### config.mk
export PLATFORM = sky130hd
export DESIGN_NAME = iq_ctrl
export DESIGN_NICKNAME = d
export VERILOG_FILES = /design/src/rtl/iq_ctrl_pkg.sv /design/src/rtl/iq_regs.sv /design/src/rtl/iq_ptrs.sv /design/src/rtl/iq_inflight.sv /design/src/rtl/iq_ctrl.sv
export SDC_FILE = /design/constraint.sdc
export NUM_CORES = 1
export LEC_CHECK = 0
export BUFFER_PORTS_ARGS = -buffer_cell sky130_fd_sc_hd__buf_2
export CAP_MARGIN = 15
export CORE_AREA = 2 2 142 144
export CTS_BUF_LIST = sky130_fd_sc_hd__clkbuf_8
export CTS_CLUSTER_DIAMETER = 50
export DETAILED_ROUTE_END_ITERATION = 8
export DIE_AREA = 0 0 144 146
export GPL_TIMING_DRIVEN = 0
export PLACE_DENSITY = 0.78
export SYNTH_ARGS = -nofsm -noshare
export SYNTH_HDL_FRONTEND = slang
export SYNTH_SLANG_ARGS = --single-unit
export TNS_END_PERCENT = 30
### constraint.sdc
create_clock -name clk -period 5.7 [get_ports clk]
set_clock_uncertainty 0.2 [all_clocks]
set_input_delay 0.855 -clock clk [delete_from_list [all_inputs] [get_ports clk]]
set_output_delay 0.855 -clock clk [all_outputs]
set_load 0.02 [all_outputs]
### src/rtl/iq_ctrl_pkg.sv
package iq_ctrl_pkg;
  localparam int GRP_ENTRIES = 40;
  localparam int SLOT_BYTES_LG = 6;
  localparam int BASE_ALIGN_LG = 7;
  localparam int INFL_LSB = 16;

  typedef enum logic [1:0] {
    RA_BASE = 2'd0,
    RA_SIZE = 2'd1,
    RA_CTL  = 2'd2,
    RA_PROG = 2'd3
  } reg_addr_e;
endpackage

### src/rtl/iq_regs.sv
module iq_regs
  import iq_ctrl_pkg::*;
#(
  parameter int SIZE_W = 8,
  parameter int SIZE_RST = 2,
  parameter int CNT_W = 15
) (
  input  logic              clk,
  input  logic              rst_n,
  input  logic              reg_wr,
  input  logic [1:0]        reg_addr,
  input  logic [63:0]       reg_wdata,
  input  logic [CNT_W-1:0]  infl,
  output logic [63:0]       reg_rdata,
  output logic [63:0]       base,
  output logic [SIZE_W-1:0] size,
  output logic              enq_en,
  output logic              exec_en,
  output logic              size_wr
);
  reg_addr_e ra;
  assign ra = reg_addr_e'(reg_addr);
  assign size_wr = reg_wr && (ra == RA_SIZE);

  always_ff @(posedge clk) begin
    if (!rst_n) begin
      base    <= '0;
      size    <= SIZE_W'(SIZE_RST);
      enq_en  <= 1'b0;
      exec_en <= 1'b0;
    end else if (reg_wr) begin
      case (ra)
        RA_BASE: base    <= {reg_wdata[63:BASE_ALIGN_LG], {BASE_ALIGN_LG{1'b0}}};
        RA_SIZE: size    <= reg_wdata[SIZE_W-1:0];
        RA_CTL:  enq_en  <= reg_wdata[0];
        RA_PROG: exec_en <= reg_wdata[0];
        default: ;
      endcase
    end
  end

  always_comb begin
    case (ra)
      RA_BASE: reg_rdata = base;
      RA_SIZE: reg_rdata = 64'(size);
      RA_CTL:  reg_rdata = {63'd0, enq_en};
      RA_PROG: reg_rdata = (64'(infl) << INFL_LSB) | {63'd0, exec_en};
      default: reg_rdata = '0;
    endcase
  end
endmodule

### src/rtl/iq_ptrs.sv
module iq_ptrs
  import iq_ctrl_pkg::*;
#(
  parameter int SIZE_W = 8,
  parameter int PTR_W = 14
) (
  input  logic              clk,
  input  logic              rst_n,
  input  logic [SIZE_W-1:0] size,
  input  logic              enq_en,
  input  logic              exec_en,
  input  logic              size_wr,
  input  logic              infl_full,
  input  logic              push_valid,
  input  logic              disp_ready,
  output logic              push_ready,
  output logic              disp_valid,
  output logic [PTR_W-1:0]  push_slot,
  output logic [PTR_W-1:0]  disp_slot,
  output logic [PTR_W-1:0]  occ,
  output logic [PTR_W-1:0]  depth,
  output logic              q_full,
  output logic              disp_fire
);
  logic [PTR_W-1:0] ring;
  logic             push_fire;

  assign ring  = PTR_W'(size) * PTR_W'(GRP_ENTRIES);
  assign depth = (size == '0) ? '0 : ring - PTR_W'(GRP_ENTRIES);

  assign q_full     = (occ == depth);
  assign push_ready = enq_en && !q_full && !size_wr;
  assign disp_valid = exec_en && (occ != '0) && !infl_full && !size_wr;
  assign push_fire  = push_valid && push_ready;
  assign disp_fire  = disp_valid && disp_ready;

  function automatic logic [PTR_W-1:0] bump(input logic [PTR_W-1:0] p,
                                            input logic [PTR_W-1:0] lim);
    return (p + PTR_W'(1) == lim) ? '0 : p + PTR_W'(1);
  endfunction

  always_ff @(posedge clk) begin
    if (!rst_n || size_wr) begin
      push_slot <= '0;
      disp_slot <= '0;
      occ       <= '0;
    end else begin
      if (push_fire) push_slot <= bump(push_slot, ring);
      if (disp_fire) disp_slot <= bump(disp_slot, ring);
      case ({push_fire, disp_fire})
        2'b10:   occ <= occ + PTR_W'(1);
        2'b01:   occ <= occ - PTR_W'(1);
        default: ;
      endcase
    end
  end
endmodule

### src/rtl/iq_inflight.sv
module iq_inflight #(
  parameter int CNT_W = 15
) (
  input  logic             clk,
  input  logic             rst_n,
  input  logic             disp_fire,
  input  logic             done_pulse,
  output logic [CNT_W-1:0] infl,
  output logic             infl_full
);
  assign infl_full = &infl;

  always_ff @(posedge clk) begin
    if (!rst_n) begin
      infl <= '0;
    end else if (disp_fire && !done_pulse) begin
      infl <= infl + CNT_W'(1);
    end else if (!disp_fire && done_pulse && infl != '0) begin
      infl <= infl - CNT_W'(1);
    end
  end
endmodule

### src/rtl/iq_ctrl.sv
module iq_ctrl
  import iq_ctrl_pkg::*;
#(
  parameter int SIZE_W = 8,
  parameter int SIZE_RST = 2,
  localparam int PTR_W = $clog2((2 ** SIZE_W) * GRP_ENTRIES),
  localparam int CNT_W = PTR_W + 1
) (
  input  logic             clk,
  input  logic             rst_n,
  input  logic             reg_wr,
  input  logic [1:0]       reg_addr,
  input  logic [63:0]      reg_wdata,
  output logic [63:0]      reg_rdata,
  input  logic             push_valid,
  output logic             push_ready,
  output logic [PTR_W-1:0] push_slot,
  output logic             disp_valid,
  input  logic             disp_ready,
  output logic [PTR_W-1:0] disp_slot,
  output logic [63:0]      disp_addr,
  input  logic             done_pulse,
  output logic             q_full
);
  logic [63:0]       base;
  logic [SIZE_W-1:0] size;
  logic              enq_en, exec_en, size_wr;
  logic [CNT_W-1:0]  infl;
  logic              infl_full, disp_fire;
  logic [PTR_W-1:0]  occ, depth;

  iq_regs #(.SIZE_W(SIZE_W), .SIZE_RST(SIZE_RST), .CNT_W(CNT_W)) u_regs (
    .clk, .rst_n, .reg_wr, .reg_addr, .reg_wdata, .infl,
    .reg_rdata, .base, .size, .enq_en, .exec_en, .size_wr
  );

  iq_ptrs #(.SIZE_W(SIZE_W), .PTR_W(PTR_W)) u_ptrs (
    .clk, .rst_n, .size, .enq_en, .exec_en, .size_wr, .infl_full,
    .push_valid, .disp_ready, .push_ready, .disp_valid, .push_slot,
    .disp_slot, .occ, .depth, .q_full, .disp_fire
  );

  iq_inflight #(.CNT_W(CNT_W)) u_infl (
    .clk, .rst_n, .disp_fire, .done_pulse, .infl, .infl_full
  );

  assign disp_addr = base + (64'(disp_slot) << SLOT_BYTES_LG);
endmodule

==> impl_metrics.py, run 1 <==
metrics = {
    "synth": {
        "synth_top_family_by_area": "simple AND/OR/NAND/NOR gates",
        "synth_compound_area_share_pct": 20.4,
        "yosys_warnings": 0,
        "synth_edf_count": 0,
        "synthXorXnorAreaFrac_pct": 12.2,
        "ys_ff_latch": 124,
        "netlist_area_mm2": 0.00975,
        "synthTopCellsByArea": "dfxtp_1 25%, nand2_1 7.9%, ha_1 7.1%",
        "synth_seq_area_share_pct": 25.5,
        "synth_top_area_cell": "dfxtp_1",
        "synthAdderAreaFrac_pct": 7.88,
        "yosys.area.top_type_share_pct": 25.5,
        "synth-async-reset-ratio_pct": 0,
        "postSynthCellCount": 1264,
        "synth_simple_gate_area_share_pct": 26.9,
        "synth_cell_types": 73,
        "synth_ff_type": "dfxtp_1",
        "avgSynthCellArea_um2": 7.72,
        "synthMuxAreaShare_pct": 2.71,
    },
    "sta": {
        "fmax_ghz": 0.177,
        "relSlewSlack_pct": 50.0,
        "worstMarginPinSlew_ns": 0.746,
        "setup_viol": 0,
        "finalCritPeriodShare_pct": 99.1,
        "hold_violations": 0,
        "min_period_ns": 5.65,
        "rsz0062_at_grt": "yes",
        "drv_slew": 0,
        "final.setup.tns_ns": 0,
    },
    "worst_setup_path": {
        "crit_end": "u_ptrs.occ[13]",
        "rr_startpoint": "u_regs.size[3]",
        "crit_start": "u_regs.size[3]",
        "required_ns": 5.88,
        "end_kind": "flip-flop",
        "criticalPathCategory": "reg2reg",
        "crit_arrival_ns": 5.83,
        "rr_worst_depth": 27,
        "r2r_slack_ns": 0.05,
        "r2r_end": "u_ptrs.occ[13]",
        "startpoint_type": "flip-flop",
        "cp_max_fo": 8,
    },
    "floorplan": {
        "io_pins": 231,
        "fp.dieH_um": 146,
        "die-area_mm2": 0.0210,
        "row_count": 51,
        "die_w_um": 144,
        "design.core.area_mm2": 0.0193,
        "initial_utilization_pct": 50.4,
    },
    "global_routing": {
        "grt_max_degree": 21,
        "grt_pass1_vias": 9525,
        "grt_pass1_wl_um": 48200,
        "grtUsageTotal_pct": 28.3,
        "grt.overflow.total": 0,
        "antenna_found_initial": 2,
    },
    "layout": {
        "final_util_pct": 61.8,
        "final_nets": 1653,
        "drive_gt1_share_pct": 21.6,
        "final_cells": 1801,
        "area_delta_synth_final_pct": 22.5,
        "final_area_mm2": 0.0120,
    },
    "power_and_ir_drop": {
        "combPwrFrac_pct": 29.4,
        "p_per_area_mw_per_mm2": 217,
        "p_clk_share_pct": 32.4,
        "p_sw_share_pct": 33.6,
        "p_int_mw": 1.73,
        "power.leakage_nw": 5.33,
        "irDropWorstVdd_mv": 0.183,
        "p_switching_mw": 0.873,
        "seqPwrFrac_pct": 38.2,
    },
    "run_status": {
        "outcome": "finished, final reports clean",
    },
    "routing": {
        "dr.pass1.iters": 5,
        "ant_nets": 0,
        "routed_wl_um": 30900,
        "drt_iter0_markers": 810,
        "wl_per_cell_um": 17.1,
        "vias": 10300,
        "drcViolationCount": 0,
        "via_per_inst": 5.71,
    },
    "job": {
        "drv_cap": 0,
    },
    "place": {
        "routabilityCongestion": 0.901,
        "dp_hpwl_um": 23800,
        "placed_cell_area_mm2": 0.0112,
        "portBuffers": 222,
        "dp.cells": 1756,
    },
    "clocking": {
        "clockBufferDepth": 2,
        "htreeDepth": 4,
        "root_buffer": "clkbuf_8",
        "numCtsBuffers": 17,
        "path_clk_slew_ns": 0.08,
        "insertion_delay_ns": 0.46,
        "clock_sinks": 124,
        "cts_tree": "done",
    },
    "worst_hold_path": {
        "hold_path.class": "reg2reg",
    },
}
-- synthesized netlist by cell type, types with 7 or more instances --
cell type	instances
o31ai_1	9
a21oi_1	76
nor2_1	70
nor2b_1	19
and2_1	59
a21o_1	13
nor4_1	11
ha_1	55
and4_1	7
a31oi_1	8
nand2_1	204
buf_4	8
dfxtp_1	124
or3_1	11
nand3_1	48
mux2i_1	23
and3_1	29
nor3_1	20
a22o_1	16
clkbuf_1	53
o211ai_1	9
o21bai_1	8
xnor2_1	66
o21ai_0	28
nand4_1	17
inv_1	31
xor2_1	65
a21boi_0	73
-- layer usage --
layer  track usage (%)  wire length, um  share of wire, %
met1              36.7            13000                42
met5                 0                0                 0
met2              46.3            14600                47
met3              5.30             2280               7.4
met4              11.1             1040               3.4
-- cell type report --
type | instances | area (um^2)
fillers | 1754 | 7380
multi-input cells | 1041 | 7050
flip-flops and latches | 124 | 2490
repair buffers | 235 | 1210
well taps | 265 | 332
plain buffers | 72 | 323
clock buffers | 20 | 275
clock inverters | 11 | 144
inverters | 31 | 116
diodes | 2 | 5.00
-- layout by cell type (no fill, tap or decap), types with 7 or more instances in the layout --
| cell | n |
|---|---|
| nand4_1 | 17 |
| o31ai_1 | 9 |
| nor2b_1 | 18 |
| clkbuf_1 | 51 |
| nor4_1 | 11 |
| o211ai_1 | 9 |
| and2_1 | 59 |
| o21ai_0 | 26 |
| and3_1 | 27 |
| inv_1 | 32 |
| buf_4 | 20 |
| nand3_1 | 47 |
| a21oi_1 | 71 |
| nor2_1 | 69 |
| xor2_1 | 65 |
| and4_1 | 7 |
| dfxtp_1 | 120 |
| mux2i_1 | 22 |
| a21boi_0 | 73 |
| a21o_1 | 13 |
| nor3_1 | 20 |
| ha_1 | 51 |
| buf_2 | 226 |
| or3_1 | 10 |
| o21bai_1 | 8 |
| nand2_1 | 204 |
| a22o_1 | 16 |
| clkbuf_8 | 20 |
| xnor2_1 | 64 |
-- power by group through the flow --
stage	Combinational (mW)	Sequential, mW	Clock (mW)
after global placement	0.716	1.01	0
after global routing	0.849	1.00	0.886
after detailed placement	0.737	1.01	0
after floorplan	0.573	0.985	0
after CTS	0.749	0.992	0.853
final	0.763	0.994	0.841
-- metrics by stage --
stage               hold slack [ns]  setup WS (ns)  power, mW
finish                        0.294         0.0540       2.60
global route                  0.319         -0.194       2.74
CTS                           0.293        0.00866       2.59
detailed placement            0.282         -0.738       1.75
global placement              0.253         -0.534       1.73
floorplan                     0.243          0.106       1.56
-- critical path, cell delays in order (launching register included) --
cell	delay, ns
dfxtp_2	0.36
ha_1	0.28
ha_1	0.16
inv_1	0.06
fa_2	0.53
buf_6	0.14
nor2b_4	0.17
and3_4	0.21
o21a_1	0.17
nand3_1	0.13
mux2i_2	0.29
xnor2_2	0.17
and4b_1	0.23
buf_6	0.14
nor2_4	0.14
inv_1	0.09
ha_4	0.19
buf_6	0.14
buf_4	0.18
ha_4	0.29
nor2_1	0.04
nor2_1	0.20
nand3_2	0.13
a31oi_2	0.22
a31oi_1	0.12
xor2_1	0.15
or3_1	0.31
a21oi_1	0.14
-- kinds of logic (layout without fill, tap and decap cells) --
family / after synthesis / count (layout)
simple gates: 529 / 529
other cells: 1 / 8
mux: 26 / 26
buf+inv: 104 / 369
flops: 124 / 124
compound gates: 288 / 288
fa+ha+maj: 59 / 59
xor+xnor: 133 / 133
-- timing repair --
item | 4_1_cts | 5_1_grt
pin swaps | 8 | 13
hold buffers | 0 | 0
endpoints found under the setup margin | 9 | 7
buffers inserted | 6 | 7
gates resized for setup | 24 | 23
endpoints found under the hold margin | 0 | 0
-- registers in the layout, indices dropped and copies added, names as in the netlist --
register          flops
u_regs.exec_en        1
u_ptrs.occ           14
u_regs.enq_en         1
u_infl.infl          15
u_regs.size           8
u_ptrs.push_slot     14
u_regs.base          57
u_ptrs.disp_slot     14
-- worst min path at each step --
stage | cells past startpoint | startpoint | to
floorplan | 2 | u_regs.base[36] | u_regs.base[36]
global placement | 2 | u_regs.base[36] | u_regs.base[36]
detailed placement | 2 | u_regs.exec_en | u_regs.exec_en
CTS | 2 | u_regs.exec_en | u_regs.exec_en
global route | 2 | u_regs.exec_en | u_regs.exec_en
finish | 2 | u_regs.base[36] | u_regs.base[36]
(Power assumes the default switching activity.)
==> inputs of run 2 (changes only) <==
- BUFFER_PORTS_ARGS: -buffer_cell sky130_fd_sc_hd__buf_2 -> not set
- CAP_MARGIN: 15 -> 20
- CORE_AREA: 2 2 142 144 -> 2 2 130 132
- DIE_AREA: 0 0 144 146 -> 0 0 132 134
- DONT_BUFFER_PORTS: not set -> 1
- PLACE_DENSITY: 0.78 -> 0.79
==> impl_metrics.py, run 2 (synthesis gave the netlist of run 1 again) <==
metrics = {
    "sta": {
        "drv_slew": 0,
        "fmax_ghz": 0.180,
        "whs_ns": 0.277,
        "finalCritPeriodShare_pct": 97.4,
        "setup_viol": 0,
        "min_period_ns": 5.55,
        "relSlewSlack_pct": 21.7,
        "hold_violations": 0,
        "worstMarginPinSlew_ns": 1.16,
    },
    "power_and_ir_drop": {
        "seqPwrFrac_pct": 39.9,
        "p_sw_share_pct": 35.2,
        "p_int_mw": 1.61,
        "p_clk_share_pct": 31.2,
        "p_per_area_mw_per_mm2": 229,
        "irDropWorstVdd_mv": 0.269,
        "combPwrFrac_pct": 28.9,
        "finalPower_mw": 2.49,
        "p_switching_mw": 0.878,
        "power.leakage_nw": 4.27,
    },
    "worst_hold_path": {
        "hold_path.class": "reg2reg",
        "hp-start": "u_regs.base[36]",
    },
    "clocking": {
        "htreeDepth": 4,
        "insertion_delay_ns": 0.47,
        "path_clk_slew_ns": 0.08,
        "clock_sinks": 124,
        "clockBufferDepth": 2,
        "root_buffer": "clkbuf_8",
        "numCtsBuffers": 17,
        "cts_tree": "done",
    },
    "global_routing": {
        "grtUsageTotal_pct": 32.0,
        "grt_pass1_vias": 8580,
        "antenna_found_initial": 0,
        "grt_pass1_wl_um": 45600,
        "grt.overflow.total": 0,
        "grt_max_degree": 21,
    },
    "worst_setup_path": {
        "rr_startpoint": "u_regs.size[1]",
        "critPathMaxStageDelay_ns": 0.53,
        "startpoint_type": "flip-flop",
        "required_ns": 5.90,
        "criticalPathCategory": "reg2reg",
        "crit_end": "u_ptrs.occ[13]",
        "crit_start": "u_regs.size[1]",
        "rr_worst_depth": 25,
        "end_kind": "flip-flop",
        "cp_max_fo": 8,
        "r2r_slack_ns": 0.15,
        "crit_arrival_ns": 5.75,
        "critical_path_buf_inv_count": 5,
        "cp_top_family": "simple AND/OR/NAND/NOR gates",
        "cp_slowest_cell": "fa_2",
        "path_depth": 25,
        "r2r_end": "u_ptrs.occ[13]",
    },
    "layout": {
        "drive_gt1_share_pct": 9.77,
        "final_common_cell": "nand2_1",
        "largest_register_ffs": 57,
        "final_nets": 1438,
        "regMostFlops": "u_regs.base",
        "final_util_pct": 66.8,
        "reg_top3": "u_regs.base: 57 flops, u_infl.infl: 15 flops",
        "fillerInstances": 1351,
        "most-common-layout-cells": "204 x nand2_1, 119 x dfxtp_1, 72 x a21boi_0",
        "area_delta_synth_final_pct": 11.6,
        "diodes": 0,
    },
    "floorplan": {
        "fp.dieH_um": 134,
        "initial_utilization_pct": 59.9,
        "die_w_um": 132,
        "row_count": 47,
        "design.core.area_mm2": 0.0163,
        "io_pins": 231,
        "die-area_mm2": 0.0177,
    },
    "routing": {
        "dr.pass1.iters": 5,
        "drcViolationCount": 0,
        "routed_wl_um": 29700,
        "ant_nets": 0,
        "wl_per_cell_um": 19.3,
        "vias": 9661,
        "drt_iter0_markers": 908,
        "via_per_inst": 6.27,
    },
    "place": {
        "routabilityCongestion": 0.940,
        "portBuffers": 0,
        "dp_hpwl_um": 21900,
    },
    "run_status": {
        "outcome": "finished, final reports clean",
    },
    "job": {
        "drv_cap": 0,
    },
}
[run 2: cell types whose count changed in the layout (fill, tap and decap cells not counted), sizes merged]
cell | before | now
inv | 32 | 34
buf | 254 | 39
clkinv | 4 | 5
bufinv | 3 | 1
diode | 2 | 0
[run 2: worst min path at each step]
stage                                 end  slack, ns  cells after the start
final                     u_regs.base[36]       0.28                      2
after global routing      u_regs.base[36]       0.30                      2
after CTS                 u_regs.base[36]       0.28                      2
after detailed placement  u_regs.base[36]       0.26                      2
after global placement    u_regs.base[36]       0.25                      2
after floorplan           u_regs.base[36]       0.24                      2
[run 2: timing repair]
action / 4_1_cts / 5_1_grt
hold endpoints to repair: 0 / 0
hold buffers: 0 / 0
setup buffers: 5 / 13
pin swaps: 5 / 22
endpoints found under the setup margin: 9 / 14
resized for setup: 20 / 46
[run 2: through the flow]
step	TNS (ns)	instances	worst slack [ns]	cell area, um^2
floorplan	0	1269	0.106	9770
global placement	-1.74	1489	-0.526	10000
detailed placement	-2.90	1491	-0.674	10100
CTS	-0.0170	1528	-0.0170	10600
global route	-0.113	1540	-0.0661	10900
finish	0	1540	0.150	10900
[run 2: final cells by class]
type                    count  area, um^2  area share [%]
flip-flops and latches    124        2490            22.9
multi-input cells        1041        7140            65.6
plain buffers              72         323            2.96
repair buffers             20         153            1.40
clock inverters            12         114            1.05
well taps                 220         275            2.53
inverters                  31         116            1.07
clock buffers              20         275            2.53
[run 2: tightest hold or removal path: stages, from the launching register on]
cell and delay [ns]:
dfxtp_1 0.32, nand2_1 0.05, a21boi_0 0.07
[run 2: power groups by stage]
| stage | Sequential, mW | Clock (mW) | Combinational (mW) |
|---|---|---|---|
| after global routing | 1.00 | 0.816 | 0.801 |
| after global placement | 1.01 | 0 | 0.663 |
| after CTS | 0.991 | 0.781 | 0.698 |
| final | 0.995 | 0.777 | 0.719 |
| after detailed placement | 1.01 | 0 | 0.686 |
| after floorplan | 0.985 | 0 | 0.573 |
[run 2: routing by layer]
layer | global-route usage, % | vias to the layer above | part of all wire [%] | wire length, um
met5 | 0 | - | 0 | 0
met3 | 7.75 | 97 | 8.4 | 2500
met2 | 51.1 | 470 | 46 | 13700
met4 | 13.4 | 0 | 4.2 | 1250
li1 | - | 4515 | - | -
met1 | 41.5 | 4579 | 41 | 12300
==> inputs of run 3 (changes only) <==
- CORE_AREA: 2 2 130 132 -> 2 2 132 134
- CTS_BUF_LIST: sky130_fd_sc_hd__clkbuf_8 -> not set
- DIE_AREA: 0 0 132 134 -> 0 0 134 136
- PLACE_DENSITY: 0.79 -> 0.77
==> impl_metrics.py, run 3 (synthesis gave the netlist of run 1 again) <==
metrics = {
    "layout": {
        "drive_gt1_share_pct": 9.68,
        "reg_top3": "u_regs.base: 57 flops, u_infl.infl: 15 flops",
        "final_nets": 1440,
        "largest_register_ffs": 57,
        "fillerInstances": 1408,
        "final_common_cell": "nand2_1",
        "multi_input_area_mm2": 0.00710,
        "regMostFlops": "u_regs.base",
        "diodes": 0,
        "regArea_mm2": 0.00249,
        "area_delta_synth_final_pct": 14.0,
        "final_area_mm2": 0.0111,
        "most-common-layout-cells": "204 x nand2_1, 120 x dfxtp_1, 72 x a21boi_0",
    },
    "routing": {
        "ant_nets": 0,
        "wl_per_cell_um": 19.5,
        "routed_wl_um": 30200,
        "vias": 9639,
        "dr.pass1.iters": 5,
        "drcViolationCount": 0,
        "drt_iter0_markers": 929,
        "via_per_inst": 6.23,
    },
    "clocking": {
        "insertion_delay_ns": 0.43,
        "cts_tree": "done",
        "root_buffer": "clkbuf_16",
        "htreeDepth": 4,
        "clock_sinks": 124,
        "cts_hold_buf": 0,
        "clockBufferDepth": 2,
        "numCtsBuffers": 17,
        "path_clk_slew_ns": 0.06,
    },
    "power_and_ir_drop": {
        "power.leakage_nw": 4.40,
        "combPwrFrac_pct": 25.0,
        "p_clk_share_pct": 40.4,
        "p_sw_share_pct": 32.5,
        "seqPwrFrac_pct": 34.6,
        "irDropWorstVdd_mv": 0.270,
        "p_switching_mw": 0.933,
        "p_int_mw": 1.94,
        "p_per_area_mw_per_mm2": 259,
    },
    "floorplan": {
        "die-area_mm2": 0.0182,
        "row_count": 48,
        "initial_utilization_pct": 57.8,
        "die_w_um": 134,
        "fp.dieH_um": 136,
        "design.core.area_mm2": 0.0169,
        "io_pins": 231,
    },
    "place": {
        "portBuffers": 0,
        "placed_cell_area_mm2": 0.0101,
        "dp_hpwl_um": 22000,
        "routabilityCongestion": 0.918,
    },
    "global_routing": {
        "grt_max_degree": 21,
        "busiest_layer": "met2",
        "grtUsageMet2_pct": 49.1,
        "grt_pass1_wl_um": 45100,
        "grt_pass1_vias": 8572,
        "grt.overflow.total": 0,
        "gr-usage-met1_pct": 38.9,
        "antenna_found_initial": 0,
        "grtUsageTotal_pct": 31.0,
        "met3_usage_pct": 8.80,
    },
    "worst_setup_path": {
        "cp_slowest_cell": "clkbuf_1",
        "cp_top_family": "simple AND/OR/NAND/NOR gates",
        "cp_max_fo": 8,
        "required_ns": 5.86,
        "crit_chain": "clkbuf_1 > inv_1 > ha_1 > nor4b_2 > and2_1 > clkbuf_2 > nor4_1 > o2111ai_1 > and3_1 > a2111oi_4 > and4b_1 > buf_6 > nor2_4 > inv_2 > ha_4 > buf_8 > ha_2 > and2_4 > a31oi_2 > a31oi_2 > a31oi_1 > xor2_1 > or3_1 > a21oi_1",
        "startpoint_type": "flip-flop",
        "end_kind": "flip-flop",
        "critPathMaxStageDelay_ns": 0.41,
        "criticalPathCategory": "reg2reg",
        "path_common_cell": "a31oi_2",
        "crit_arrival_ns": 5.72,
        "critical_path_buf_inv_count": 6,
    },
    "worst_hold_path": {
        "hold_path.class": "reg2reg",
    },
    "sta": {
        "relSlewSlack_pct": 24.1,
        "fmax_ghz": 0.180,
        "finalCritPeriodShare_pct": 97.6,
        "hold_violations": 0,
        "setup_viol": 0,
        "drv_slew": 0,
        "final.setup.tns_ns": 0,
        "worstMarginPinSlew_ns": 1.12,
        "min_period_ns": 5.57,
    },
    "job": {
        "drv_cap": 0,
    },
    "run_status": {
        "outcome": "finished, final reports clean",
    },
}
-- run 3: cell count changes in the layout (fill, tap and decap cells not counted), sizes merged --
cell and delta:
buf +1, clkbuf -1, inv +3, clkinvlp -2, bufinv +2, clkinv -1
-- run 3: routing by layer --
layer / routed length, um / up-vias / part of all wire, %
met5: 0 / - / 0
met3: 2870 / 93 / 9.5
met1: 12400 / 4575 / 41
li1: - / 4530 / -
met4: 1130 / 0 / 3.8
met2: 13800 / 441 / 46
-- run 3: cell type report --
class | instances | area share, %
Buffer | 72 | 2.90
Clock inverter | 14 | 1.65
Inverter | 31 | 1.05
Timing Repair Buffer | 22 | 1.69
Sequential cell | 124 | 22.4
Clock buffer | 18 | 3.95
Multi-Input combinational cell | 1041 | 63.8
Tap cell | 225 | 2.53
-- run 3: power groups by stage --
| stage | Sequential [mW] | Combinational (mW) | Clock (mW) |
|---|---|---|---|
| 2_1_floorplan | 0.985 | 0.573 | 0 |
| 3_3_place_gp | 1.01 | 0.665 | 0 |
| 3_5_place_dp | 1.01 | 0.686 | 0 |
| 4_1_cts | 0.994 | 0.700 | 1.16 |
| 5_1_grt | 1.00 | 0.792 | 1.20 |
| 6_report | 0.995 | 0.720 | 1.16 |
-- run 3: timing repair --
| action | 4_1_cts | 5_1_grt |
|---|---|---|
| pin swaps | 6 | 18 |
| endpoints found under the setup margin | 9 | 16 |
| resized for setup | 21 | 38 |
| cloned | 0 | 1 |
| setup buffers | 6 | 14 |
-- run 3: through the flow --
| stage | total power [mW] | std cells | hold WS [ns] | worst slack [ns] | util (%) |
|---|---|---|---|---|---|
| after global placement | 1.67 | 1494 | 0.252 | -0.540 | 59.6 |
| after detailed placement | 1.70 | 1495 | 0.269 | -0.696 | 59.6 |
| after global routing | 2.99 | 1547 | 0.297 | -0.118 | 65.9 |
| after floorplan | 1.56 | 1269 | 0.243 | 0.106 | - |
| final | 2.88 | 1547 | 0.277 | 0.135 | 65.9 |
| after CTS | 2.86 | 1533 | 0.276 | 0.00200 | 64.1 |
-- run 3: final timing paths --
| kind | cells after the start | slack (ns) | start | to |
|---|---|---|---|---|
| max | 24 | 0.13 | u_regs.size[0] | u_ptrs.occ[13] |
| min | 2 | 0.28 | u_regs.base[36] | u_regs.base[36] |
| max reg2reg | 24 | 0.13 | u_regs.size[0] | u_ptrs.occ[13] |
| min reg2reg | 2 | 0.28 | u_regs.base[36] | u_regs.base[36] |
-- run 3: tightest hold or removal path: cells and delay by family, from the launching register on --
kind	cells	cell delay (ns)
AOI/OAI and AO/OA	1	0.07
and+or+nand+nor	1	0.05
DFF	1	0.31
